File: src/rtl/dsp_boot_pkg.sv
package dsp_boot_pkg;

    typedef enum logic [2:0] {
        BS_OFF  = 3'd0,
        BS_OOR  = 3'd1,
        BS_BROM = 3'd2,
        BS_STG2 = 3'd3,
        BS_FW   = 3'd4
    } boot_state_e;

    typedef enum logic [1:0] {
        DL_NONE   = 2'd0,
        DL_STAGE2 = 2'd1,
        DL_PLL    = 2'd2,
        DL_FW     = 2'd3
    } dl_kind_e;

    typedef enum logic [3:0] {
        PH_OFF, PH_CORE, PH_IO, PH_WAIT_ROM,
        PH_S2_GO, PH_S2_RUN, PH_WAIT_LDR,
        PH_PLL_A_GO, PH_PLL_A_RUN, PH_PLL_B_GO, PH_PLL_B_RUN,
        PH_FW_GO, PH_FW_RUN, PH_READY
    } phase_e;

    typedef struct packed {
        boot_state_e st;
        logic        core_en;
        logic        io_en;
        logic        in_rst;
        dl_kind_e    kind;
        logic        start;
        logic        waiting;
    } phase_out_t;

    localparam logic [3:0] DIV_LOADER = 4'd10;
    localparam logic [3:0] DIV_SLOW   = 4'd6;
    localparam logic [3:0] DIV_PLLSRC = 4'd0;

    function automatic phase_out_t decode_phase(phase_e ph);
        phase_out_t o;
        o = '{st: BS_OFF, core_en: 1'b1, io_en: 1'b1, in_rst: 1'b0,
              kind: DL_NONE, start: 1'b0, waiting: 1'b0};
        case (ph)
            PH_OFF:       begin o.core_en = 1'b0; o.io_en = 1'b0; o.in_rst = 1'b1; end
            PH_CORE:      begin o.io_en = 1'b0; o.in_rst = 1'b1; end
            PH_IO:        o.in_rst = 1'b1;
            PH_WAIT_ROM:  begin o.st = BS_OOR; o.waiting = 1'b1; end
            PH_S2_GO:     begin o.st = BS_BROM; o.kind = DL_STAGE2; o.start = 1'b1; end
            PH_S2_RUN:    begin o.st = BS_BROM; o.kind = DL_STAGE2; end
            PH_WAIT_LDR:  begin o.st = BS_BROM; o.waiting = 1'b1; end
            PH_PLL_A_GO,
            PH_PLL_B_GO:  begin o.st = BS_STG2; o.kind = DL_PLL; o.start = 1'b1; end
            PH_PLL_A_RUN,
            PH_PLL_B_RUN: begin o.st = BS_STG2; o.kind = DL_PLL; end
            PH_FW_GO:     begin o.st = BS_STG2; o.kind = DL_FW; o.start = 1'b1; end
            PH_FW_RUN:    begin o.st = BS_STG2; o.kind = DL_FW; end
            PH_READY:     o.st = BS_FW;
            default:      begin o.core_en = 1'b0; o.io_en = 1'b0; o.in_rst = 1'b1; end
        endcase
        return o;
    endfunction

    function automatic logic irq_window(boot_state_e s);
        return (s == BS_OOR) || (s == BS_BROM) || (s == BS_STG2);
    endfunction

endpackage

File: src/rtl/dsp_irq_edge.sv
module dsp_irq_edge (
    input  logic clk,
    input  logic rst,
    input  logic irq_n,
    output logic fall
);
    logic s1, s2, s3;

    always_ff @(posedge clk) begin
        if (rst) begin
            s1 <= 1'b1;
            s2 <= 1'b1;
            s3 <= 1'b1;
        end else begin
            s1 <= irq_n;
            s2 <= s1;
            s3 <= s2;
        end
    end

    assign fall = s3 & ~s2;
endmodule

File: src/rtl/dsp_wait_timer.sv
module dsp_wait_timer #(
    parameter int unsigned CYC_PER_MS = 200000,
    parameter int unsigned TMO_MS     = 20
) (
    input  logic clk,
    input  logic rst,
    input  logic run,
    output logic hit
);
    localparam int unsigned TMO_CYC = CYC_PER_MS * TMO_MS;
    localparam int unsigned CNT_W   = (TMO_CYC > 2) ? $clog2(TMO_CYC) : 1;
    localparam logic [CNT_W-1:0] LAST = CNT_W'(TMO_CYC - 1);

    logic [CNT_W-1:0] cnt;

    always_ff @(posedge clk) begin
        if (rst || !run) begin
            cnt <= '0;
        end else if (cnt != LAST) begin
            cnt <= cnt + CNT_W'(1);
        end
    end

    assign hit = run && (cnt == LAST);
endmodule

File: src/rtl/dsp_spi_clk_sel.sv
module dsp_spi_clk_sel
    import dsp_boot_pkg::*;
#(
    parameter int unsigned RATE_W = 32
) (
    input  dl_kind_e          kind,
    input  logic              pll_run,
    input  logic [RATE_W-1:0] max_hz,
    input  logic [RATE_W-1:0] board_hz,
    output logic [3:0]        div,
    output logic [RATE_W-1:0] pll_hz
);
    always_comb begin
        case (kind)
            DL_STAGE2: div = DIV_LOADER;
            DL_PLL:    div = DIV_SLOW;
            DL_FW:     div = pll_run ? DIV_PLLSRC : DIV_SLOW;
            default:   div = 4'd0;
        endcase
    end

    assign pll_hz = ((board_hz != '0) && (board_hz < max_hz)) ? board_hz : max_hz;
endmodule

File: src/rtl/dsp_boot_seq.sv
module dsp_boot_seq
    import dsp_boot_pkg::*;
#(
    parameter int unsigned RATE_W        = 32,
    parameter int unsigned CYC_PER_MS    = 200000,
    parameter int unsigned TMO_MS        = 20,
    parameter int unsigned MAX_SYSCLK_HZ = 26000000,
    parameter logic        RST_ACTIVE    = 1'b0
) (
    input  logic              clk,
    input  logic              rst,
    input  logic              boot_req,
    input  logic              halt_req,
    input  logic [RATE_W-1:0] sysclk_hz,
    input  logic [RATE_W-1:0] max_spi_hz,
    input  logic [RATE_W-1:0] board_max_hz,
    input  logic              dsp_irq_n,
    input  logic              dl_done,
    input  logic              dl_err,
    input  logic              chk_bad,
    input  logic              chk_pll_lock,
    output logic [2:0]        boot_state,
    output logic              core_sup_en,
    output logic              io_sup_en,
    output logic              dsp_rst,
    output logic              dl_start,
    output logic [1:0]        dl_kind,
    output logic [3:0]        spi_div,
    output logic [RATE_W-1:0] spi_pll_hz,
    output logic              pll_running,
    output logic              boot_fail,
    output logic              irq_timeout
);
    localparam logic [RATE_W-1:0] SYSCLK_LIMIT = RATE_W'(MAX_SYSCLK_HZ);

    phase_e     ph, ph_nxt;
    phase_out_t dec;
    logic       irq_fall, tmo_hit, got_irq;
    logic       pend_q, fail_q, tmo_q, pll_q;
    logic       fail_set, tmo_set, flags_clr, pll_load;

    assign dec = decode_phase(ph);

    dsp_irq_edge u_irq (
        .clk   (clk),
        .rst   (rst),
        .irq_n (dsp_irq_n),
        .fall  (irq_fall)
    );

    dsp_wait_timer #(
        .CYC_PER_MS (CYC_PER_MS),
        .TMO_MS     (TMO_MS)
    ) u_tmr (
        .clk (clk),
        .rst (rst),
        .run (dec.waiting),
        .hit (tmo_hit)
    );

    dsp_spi_clk_sel #(
        .RATE_W (RATE_W)
    ) u_clk (
        .kind     (dec.kind),
        .pll_run  (pll_q),
        .max_hz   (max_spi_hz),
        .board_hz (board_max_hz),
        .div      (spi_div),
        .pll_hz   (spi_pll_hz)
    );

    assign got_irq = pend_q | irq_fall;

    always_comb begin
        ph_nxt    = ph;
        fail_set  = 1'b0;
        tmo_set   = 1'b0;
        flags_clr = 1'b0;
        pll_load  = 1'b0;
        if (ph != PH_OFF && halt_req) begin
            ph_nxt = PH_OFF;
        end else begin
            case (ph)
                PH_OFF: if (boot_req) begin
                    if (sysclk_hz > SYSCLK_LIMIT) begin
                        fail_set = 1'b1;
                    end else begin
                        flags_clr = 1'b1;
                        ph_nxt    = PH_CORE;
                    end
                end
                PH_CORE:     ph_nxt = PH_IO;
                PH_IO:       ph_nxt = PH_WAIT_ROM;
                PH_WAIT_ROM: if (got_irq || tmo_hit) begin
                    tmo_set = ~got_irq;
                    ph_nxt  = PH_S2_GO;
                end
                PH_S2_GO:    ph_nxt = PH_S2_RUN;
                PH_S2_RUN:   if (dl_done) begin
                    if (dl_err || chk_bad) fail_set = 1'b1;
                    else                   ph_nxt   = PH_WAIT_LDR;
                end
                PH_WAIT_LDR: if (got_irq || tmo_hit) begin
                    tmo_set = ~got_irq;
                    ph_nxt  = (max_spi_hz != '0) ? PH_PLL_A_GO : PH_FW_GO;
                end
                PH_PLL_A_GO:  ph_nxt = PH_PLL_A_RUN;
                PH_PLL_A_RUN: if (dl_done) begin
                    if (dl_err) fail_set = 1'b1;
                    else        ph_nxt   = PH_PLL_B_GO;
                end
                PH_PLL_B_GO:  ph_nxt = PH_PLL_B_RUN;
                PH_PLL_B_RUN: if (dl_done) begin
                    if (dl_err) begin
                        fail_set = 1'b1;
                    end else begin
                        pll_load = 1'b1;
                        ph_nxt   = PH_FW_GO;
                    end
                end
                PH_FW_GO:  ph_nxt = PH_FW_RUN;
                PH_FW_RUN: if (dl_done) begin
                    if (dl_err || chk_bad) fail_set = 1'b1;
                    else                   ph_nxt   = PH_READY;
                end
                default: ph_nxt = ph;
            endcase
            if (fail_set) ph_nxt = PH_OFF;
        end
    end

    always_ff @(posedge clk) begin
        if (rst) begin
            ph     <= PH_OFF;
            pend_q <= 1'b0;
            fail_q <= 1'b0;
            tmo_q  <= 1'b0;
            pll_q  <= 1'b0;
        end else begin
            ph <= ph_nxt;

            if (flags_clr)     fail_q <= 1'b0;
            else if (fail_set) fail_q <= 1'b1;

            if (flags_clr)    tmo_q <= 1'b0;
            else if (tmo_set) tmo_q <= 1'b1;

            if (ph_nxt == PH_OFF) pll_q <= 1'b0;
            else if (pll_load)    pll_q <= chk_pll_lock;

            if (ph_nxt == PH_OFF)                   pend_q <= 1'b0;
            else if (dec.waiting && got_irq)        pend_q <= 1'b0;
            else if (irq_fall && irq_window(dec.st)) pend_q <= 1'b1;
        end
    end

    assign boot_state  = dec.st;
    assign core_sup_en = dec.core_en;
    assign io_sup_en   = dec.io_en;
    assign dsp_rst     = dec.in_rst ? RST_ACTIVE : ~RST_ACTIVE;
    assign dl_start    = dec.start;
    assign dl_kind     = dec.kind;
    assign pll_running = pll_q;
    assign boot_fail   = fail_q;
    assign irq_timeout = tmo_q;
endmodule

File: config.mk
export PLATFORM = sky130hd
export DESIGN_NAME = dsp_boot_seq
export DESIGN_NICKNAME = d
export VERILOG_FILES = /design/src/rtl/dsp_boot_pkg.sv /design/src/rtl/dsp_irq_edge.sv /design/src/rtl/dsp_wait_timer.sv /design/src/rtl/dsp_spi_clk_sel.sv /design/src/rtl/dsp_boot_seq.sv
export SDC_FILE = /design/constraint.sdc
export NUM_CORES = 1
export LEC_CHECK = 0
export CAP_MARGIN = 20
export CORE_AREA = 2 2 102 94
export CTS_CLUSTER_SIZE = 24
export DETAILED_ROUTE_END_ITERATION = 10
export DIE_AREA = 0 0 104 96
export GPL_TIMING_DRIVEN = 0
export HOLD_SLACK_MARGIN = 0.15
export PLACE_DENSITY = 0.83
export SETUP_SLACK_MARGIN = 0.4
export SYNTH_ARGS = -nofsm -noshare
export SYNTH_HDL_FRONTEND = slang
export SYNTH_SLANG_ARGS = --single-unit
File: constraint.sdc
create_clock -name clk -period 3.2 [get_ports clk]
set_input_delay 0.64 -clock clk [delete_from_list [all_inputs] [get_ports clk]]
set_output_delay 0.64 -clock clk [all_outputs]
set_load 0.01 [all_outputs]
* Yosys cells after proc, flatten, opt, wreduce, memory -nomap -nowiden
Index checks and enable logic that the tools add are counted.
** Operators by class
- Add/sub/neg operators :: 1
- $lt $le $gt $ge :: 2
- Bitwise operators :: 4
- Shift operators :: 0
- Divide/modulo/power cells :: 0
- Reduce and logical (&&, ||, !) cells :: 31
- Multiplexer cells :: 46
- Multiply operators :: 0
- Equal/unequal tests :: 21
** Operators by type and width (count)
- 32-bit nonzero test :: 2
- 4-bit 2-to-1 mux :: 15
- 4-bit one-hot mux with 13 select lines :: 1
- 32-bit by 25-bit > comparator with 1-bit output (second input constant) :: 1
- 32-bit less-than comparator :: 1
- 32-bit 2-to-1 mux :: 1
- 4-bit equality test (second input constant) :: 6
- 1-bit 2-to-1 mux :: 24
- 22-bit by 1-bit adder with 22-bit output (second input constant) :: 1
- 22-bit equality test (second input constant) :: 1
- 22-bit != test (second input constant) :: 1
- 4-bit by 3-bit equality test with 1-bit output (second input constant) :: 4
- 2-bit OR reduction :: 7
- 13-bit OR reduction :: 1
- 3-bit one-hot mux with 4 select lines :: 1
- 4-bit one-hot mux with 3 select lines :: 1
- 12-bit OR reduction :: 1
- 11-bit OR reduction :: 1
- 4-bit by 2-bit equality test with 1-bit output (second input constant) :: 2
- 4-bit logical NOT :: 2
- 4-bit OR reduction :: 2
- 3-bit by 2-bit equality test with 1-bit output (second input constant) :: 2
- 2-bit one-hot mux with 3 select lines :: 1
- 3-bit OR reduction :: 2
- 14 further kinds :: 24
** Word-level totals
- Register bits after elaboration :: 33
- Output and inout bits :: 48
- ROM bits :: 0
- Logic and storage cells :: 114
- Memories :: 0
- RAM bits :: 0
- Input bits :: 105
- Latch bits :: 0

* Longest topological paths before layout
- Depth in word-level cells :: 11
- Gate-level depth with buffers :: 10
- Mapped depth without buffers :: 9

* Modules after synthesis
A second synthesis with hierarchy kept.
** Unflattened totals
- Cell total of the unflattened synthesis :: 430
- Area total of the unflattened synthesis :: 3657.3 um^2
** Modules (own cells, without submodules)
- dsp_spi_clk_sel :: instances 1, cells each 156, area an instance 1451.4 um^2, sequential area each 0.0 um^2
- dsp_wait_timer :: instances 1, cells each 126, area an instance 1138.6 um^2, sequential area each 440.4 um^2
- dsp_boot_seq :: instances 1, cells each 141, area an instance 982.2 um^2, sequential area each 160.2 um^2
- dsp_irq_edge :: instances 1, cells each 7, area an instance 85.1 um^2, sequential area each 60.1 um^2

* Worst setup path before layout
Ideal clock, no wire load.
- Kind :: input to output
- Start :: input max_spi_hz[13]
- End :: output spi_pll_hz[10]
- Stages on the path :: 10
- Slack :: -0.031 ns
- Path buffers :: 1
- Arrival time :: 2.591 ns
- Path through :: inv_1 > ha_1 > nand4_1 > nor3_1 > a21oi_1 > o211ai_1 > o21ai_0 > a21oi_1 > clkbuf_1 > mux2_2
** Between the ends
- Longest elaborated chain between the ends :: 3
** RTL lines
- from (decl) :: RTL line dsp_boot_seq.sv:15 : input logic [RATE_W-1:0] max_spi_hz,
- 32-bit less-than comparator :: RTL line dsp_spi_clk_sel.sv:22 : assign pll_hz = ((board_hz != '0) && (board_hz < max_hz)) ? board_hz : max_hz;
- 1-bit logical AND :: RTL line dsp_spi_clk_sel.sv:22
- 32-bit 2-to-1 mux :: RTL line dsp_spi_clk_sel.sv:22
- to (decl) :: RTL line dsp_boot_seq.sv:29 : output logic [RATE_W-1:0] spi_pll_hz,
No other way between the ends.

* Final worst setup path
- Start :: input board_max_hz[4]
- End :: output spi_pll_hz[15]
** Between the ends
- Longest elaborated chain between the ends :: 3
- Elaborated cells on any way between the ends :: 4
- Those cells by class :: 1 x order compare; 1 x mux; 2 x reduce/logical
** RTL lines
- from (decl) :: RTL line dsp_boot_seq.sv:16 : input logic [RATE_W-1:0] board_max_hz,
- 32-bit less-than comparator or 32-bit nonzero test (tied branches) :: RTL line dsp_spi_clk_sel.sv:22
- 1-bit logical AND (*) :: RTL line dsp_spi_clk_sel.sv:22
- 32-bit 2-to-1 mux (*) :: RTL line dsp_spi_clk_sel.sv:22
Every way passes the cells marked *; elsewhere a longest branch is shown, timed or not.

==> impl_metrics.json <==
{
  "wirelength_mm": 12.5,
  "cts_root_buffer": "sky130_fd_sc_hd__clkbuf_8",
  "worstMarginPinSlew_ns": 0.523,
  "total_i_o_pin_count": 153,
  "initial_core_util_pct": 37.0,
  "detailedRoute.firstPassIterationCount": 5,
  "hpwl_mm": 9.30,
  "run_status": "finished with violations",
  "number_of_sinks_driven_by_the_clock_tree": 33,
  "finalHoldWorstSlack_ns": 0.417,
  "fp-row-count": 33,
  "timing_hold_violations_final": 0,
  "ir_drop_mv": 0.162,
  "wire_length_of_the_first_global_routing_pass_mm": 19.4,
  "cp_top_family": "buffers and inverters",
  "timing.critical_path.arrival_ns": 2.74,
  "layout_min_cycle_time_ns": 3.38,
  "floorplan.die_area_sq_um": 9980,
  "multiInputGateArea_sq_um": 2810,
  "number_of_enable_type_register_cells_in_the_synthesized_netlist": 0,
  "share_of_cells_above_drive_strength_1_pct": 33.2,
  "mappedNetlistNets": 563,
  "port_buffers": 151,
  "most-common-layout-cells": "sky130_fd_sc_hd__clkdlybuf4s50_1 (56), sky130_fd_sc_hd__buf_6 (39), sky130_fd_sc_hd__nor2_1 (37)",
  "grt_antenna_before_repair": 0,
  "postSynth.asyncResetShare_pct": 0,
  "min_period_over_period_pct": 106,
  "violated_checks": "setup timing",
  "final_common_cell": "sky130_fd_sc_hd__clkdlybuf4s50_1",
  "fin_tns_setup_ns": -4.93,
  "insertedDiodeCount": 0,
  "route.detailed.vias_per_inst": 5.60,
  "drc_markers": 0,
  "timing.slew.headroom_pct": 65.1,
  "cp_cell_sequence": "clkdlybuf4s15_1 > ha_4 > nand4_1 > a21o_1 > a31oi_1 > o21ai_1 > a21oi_2 > buf_6 > clkbuf_16 > mux2_4 > buf_6",
  "grt_remaining_overflow": 0,
  "timing.critical_path.to_type": "output pin",
  "finalCoreUtilization_pct": 63.1,
  "worst_skew_ns": 0.00480,
  "synth_seq_cells": 33,
  "power_density_relative_to_cell_area_nw_per_um2": 242,
  "synth_cell_types": 60,
  "synthesis.instances": 426,
  "fin_nets": 731,
  "die_width_um": 104,
  "clk-insertion-delay-late_ns": 0.28,
  "layout_setup_ws_ns": -0.180,
  "cts_tree": "built",
  "cts.clk_slew.worst_paths_ns": 0.06,
  "drt-wirelength-per-cell_um": 17.5,
  "die-height_um": 96,
  "critical_path_buf_inv_count": 4,
  "timing.max_cap.violations": 0,
  "grt_max_degree": 11,
  "worst_min_delay_path_category": "flip-flop to flip-flop",
  "timing_max_transition_violations_final": 0,
  "netlist_area_sq_um": 3300,
  "clock_tree.buffer_depth": 2,
  "grt_pass1_vias": 3882,
  "fmaxAchievable_mhz": 296,
  "post_synth.cell_area_avg_sq_um": 7.75,
  "grt_use_total_pct": 23.8,
  "synth.yosys.seq_area_share_pct": 20.0,
  "rsz0062_at_grt": "yes",
  "critPathLaunchType": "input pin",
  "path_max_fanout": 7,
  "postSynth.topFlopCell": "sky130_fd_sc_hd__dfxtp_1",
  "critical_path_required_ns": 2.56,
  "gpl.final_weighted_congestion": 0.945,
  "layout.filler_cells": 688,
  "synth_warnings": 0,
  "final-setup-viol-count": 32,
  "area_of_the_core_sq_um": 8920,
  "via_total_after_detailed_routing": 4013,
  "syn_to_final_growth_pct": 70.4,
  "cellLeakagePower_nw": 2.26,
  "dr.first_iter.drc_count": 201,
  "ctsHtreeMaxLevel": 2,
  "antenna_left": 0,
  "worstSetupPathType": "input pin to output pin",
  "cts_buffers": 5,
  "crit_path_max_incr_delay_ns": 0.32,
  "reg_area_sq_um": 662,
  "critical_path.most_common_cell": "sky130_fd_sc_hd__buf_6",
  "cp_slowest_cell": "sky130_fd_sc_hd__ha_4"
}
registers in the layout, indices dropped and copies added, names as in the netlist:
| name | cells |
|---|---|
| u_irq.s1 | 1 |
| u_irq.s2 | 1 |
| irq_timeout | 1 |
| u_tmr.cnt | 22 |
| ph | 4 |
| boot_fail | 1 |
| u_irq.s3 | 1 |
| pend_q | 1 |
| pll_running | 1 |
synth_stat cells, types with 2 or more instances:
master | n | area [sq um]
sky130_fd_sc_hd__a211o_1 | 2 | 17.5
sky130_fd_sc_hd__a211oi_1 | 3 | 22.5
sky130_fd_sc_hd__a211oi_2 | 2 | 25.0
sky130_fd_sc_hd__a21o_1 | 6 | 45.0
sky130_fd_sc_hd__a21oi_1 | 30 | 150
sky130_fd_sc_hd__a31oi_1 | 4 | 25.0
sky130_fd_sc_hd__and2_1 | 2 | 12.5
sky130_fd_sc_hd__and3_1 | 5 | 31.3
sky130_fd_sc_hd__and3_2 | 2 | 15.0
sky130_fd_sc_hd__and4_1 | 4 | 35.0
sky130_fd_sc_hd__buf_4 | 2 | 15.0
sky130_fd_sc_hd__buf_6 | 3 | 33.8
sky130_fd_sc_hd__clkbuf_1 | 8 | 30.0
sky130_fd_sc_hd__dfxtp_1 | 33 | 661
sky130_fd_sc_hd__ha_1 | 32 | 400
sky130_fd_sc_hd__inv_1 | 37 | 139
sky130_fd_sc_hd__mux2_2 | 32 | 360
sky130_fd_sc_hd__mux2i_1 | 2 | 20.0
sky130_fd_sc_hd__nand2_1 | 29 | 109
sky130_fd_sc_hd__nand2b_1 | 5 | 31.3
sky130_fd_sc_hd__nand3_1 | 11 | 55.1
sky130_fd_sc_hd__nand4_1 | 14 | 87.6
sky130_fd_sc_hd__nor2_1 | 37 | 139
sky130_fd_sc_hd__nor2b_1 | 4 | 25.0
sky130_fd_sc_hd__nor3_1 | 9 | 45.0
sky130_fd_sc_hd__nor4_1 | 20 | 125
sky130_fd_sc_hd__o2111ai_1 | 2 | 17.5
sky130_fd_sc_hd__o211ai_1 | 3 | 22.5
sky130_fd_sc_hd__o21a_1 | 4 | 30.0
sky130_fd_sc_hd__o21ai_0 | 25 | 125
sky130_fd_sc_hd__o31ai_1 | 2 | 15.0
sky130_fd_sc_hd__or2_2 | 5 | 31.3
sky130_fd_sc_hd__or3_1 | 7 | 43.8
sky130_fd_sc_hd__or4_1 | 3 | 22.5
sky130_fd_sc_hd__xnor2_1 | 6 | 52.6
sky130_fd_sc_hd__xor2_1 | 7 | 61.3
metrics by stage:
step / power (mW) / area (sq um) / instances / worst slack, ns
3_3_place_gp: 0.961 / 5220 / 699 / -1.07
2_1_floorplan: 0.677 / 3560 / 426 / 0.312
4_1_cts: 1.35 / 5590 / 716 / -0.0708
6_report: 1.36 / 5630 / 716 / -0.180
5_1_grt: 1.42 / 5630 / 716 / -0.284
3_5_place_dp: 0.976 / 5220 / 699 / -1.05
report_power, final:
group          total, mW  switching [mW]  leakage (nW)  internal (mW)
logic              0.638           0.257          1.95          0.382
registers          0.414        0.000960         0.267          0.413
clock network      0.310           0.139        0.0443          0.170
total               1.36           0.397          2.26          0.965
repair_timing:
item / in CTS / in global routing
hold buffers: 0 / 0
hold endpoints to repair: 0 / 0
gates resized for setup: 384 / 26
setup buffers: 7 / 0
setup endpoints to repair: 35 / 36
pin swaps: 35 / 2
gates cloned: 3 / 0
worst paths after layout:
path / start / endpoint / slack (ns) / depth (start not counted)
setup / recovery: board_max_hz[4] / spi_pll_hz[15] / -0.18 / 11
setup reg to reg: u_tmr.cnt[10] / pll_running / 0.75 / 7
hold / removal: u_irq.s1 / u_irq.s2 / 0.42 / 1
hold reg to reg: u_irq.s1 / u_irq.s2 / 0.42 / 1
final cells by class:
type,count,area share (%)
sequential,33,11.8
buffer,15,3.00
clock buffer,7,1.53
timing repair buffer,161,28.2
inverter,38,2.85
multi-input combinational,340,49.9
tap,122,2.71
worst reg2reg max path: cells and delay by family, from the launching register on:
family,cells,cell delay (ns)
compound gates,4,0.89
flops,1,0.37
simple gates,3,1.12
cells by family (layout without fill, tap and decap cells):
kind of cell	after synthesis	after routing	synth area share, %
XOR/XNOR	13	13	3.45
AND/OR/NAND/NOR	168	168	28.0
AO/OA/AOI/OAI	92	92	17.5
adder cells (fa/ha/maj)	32	32	12.1
multiplexers	34	34	11.5
buffers and inverters	53	221	7.27
other	1	1	0.114
flip-flops	33	33	20.0
routing by layer:
layer  part of all wire (%)  routed length [um]  track usage (%)  vias up
li1                       -                   -                -     1899
met5                      0                   0                0        -
met4                    1.6                 198             7.43        0
met2                     52                6460             44.5      161
met3                    5.8                 728             4.13       20
met1                     41                5150             28.1     1933
Note: power is estimated with default switching activity, not from simulation.
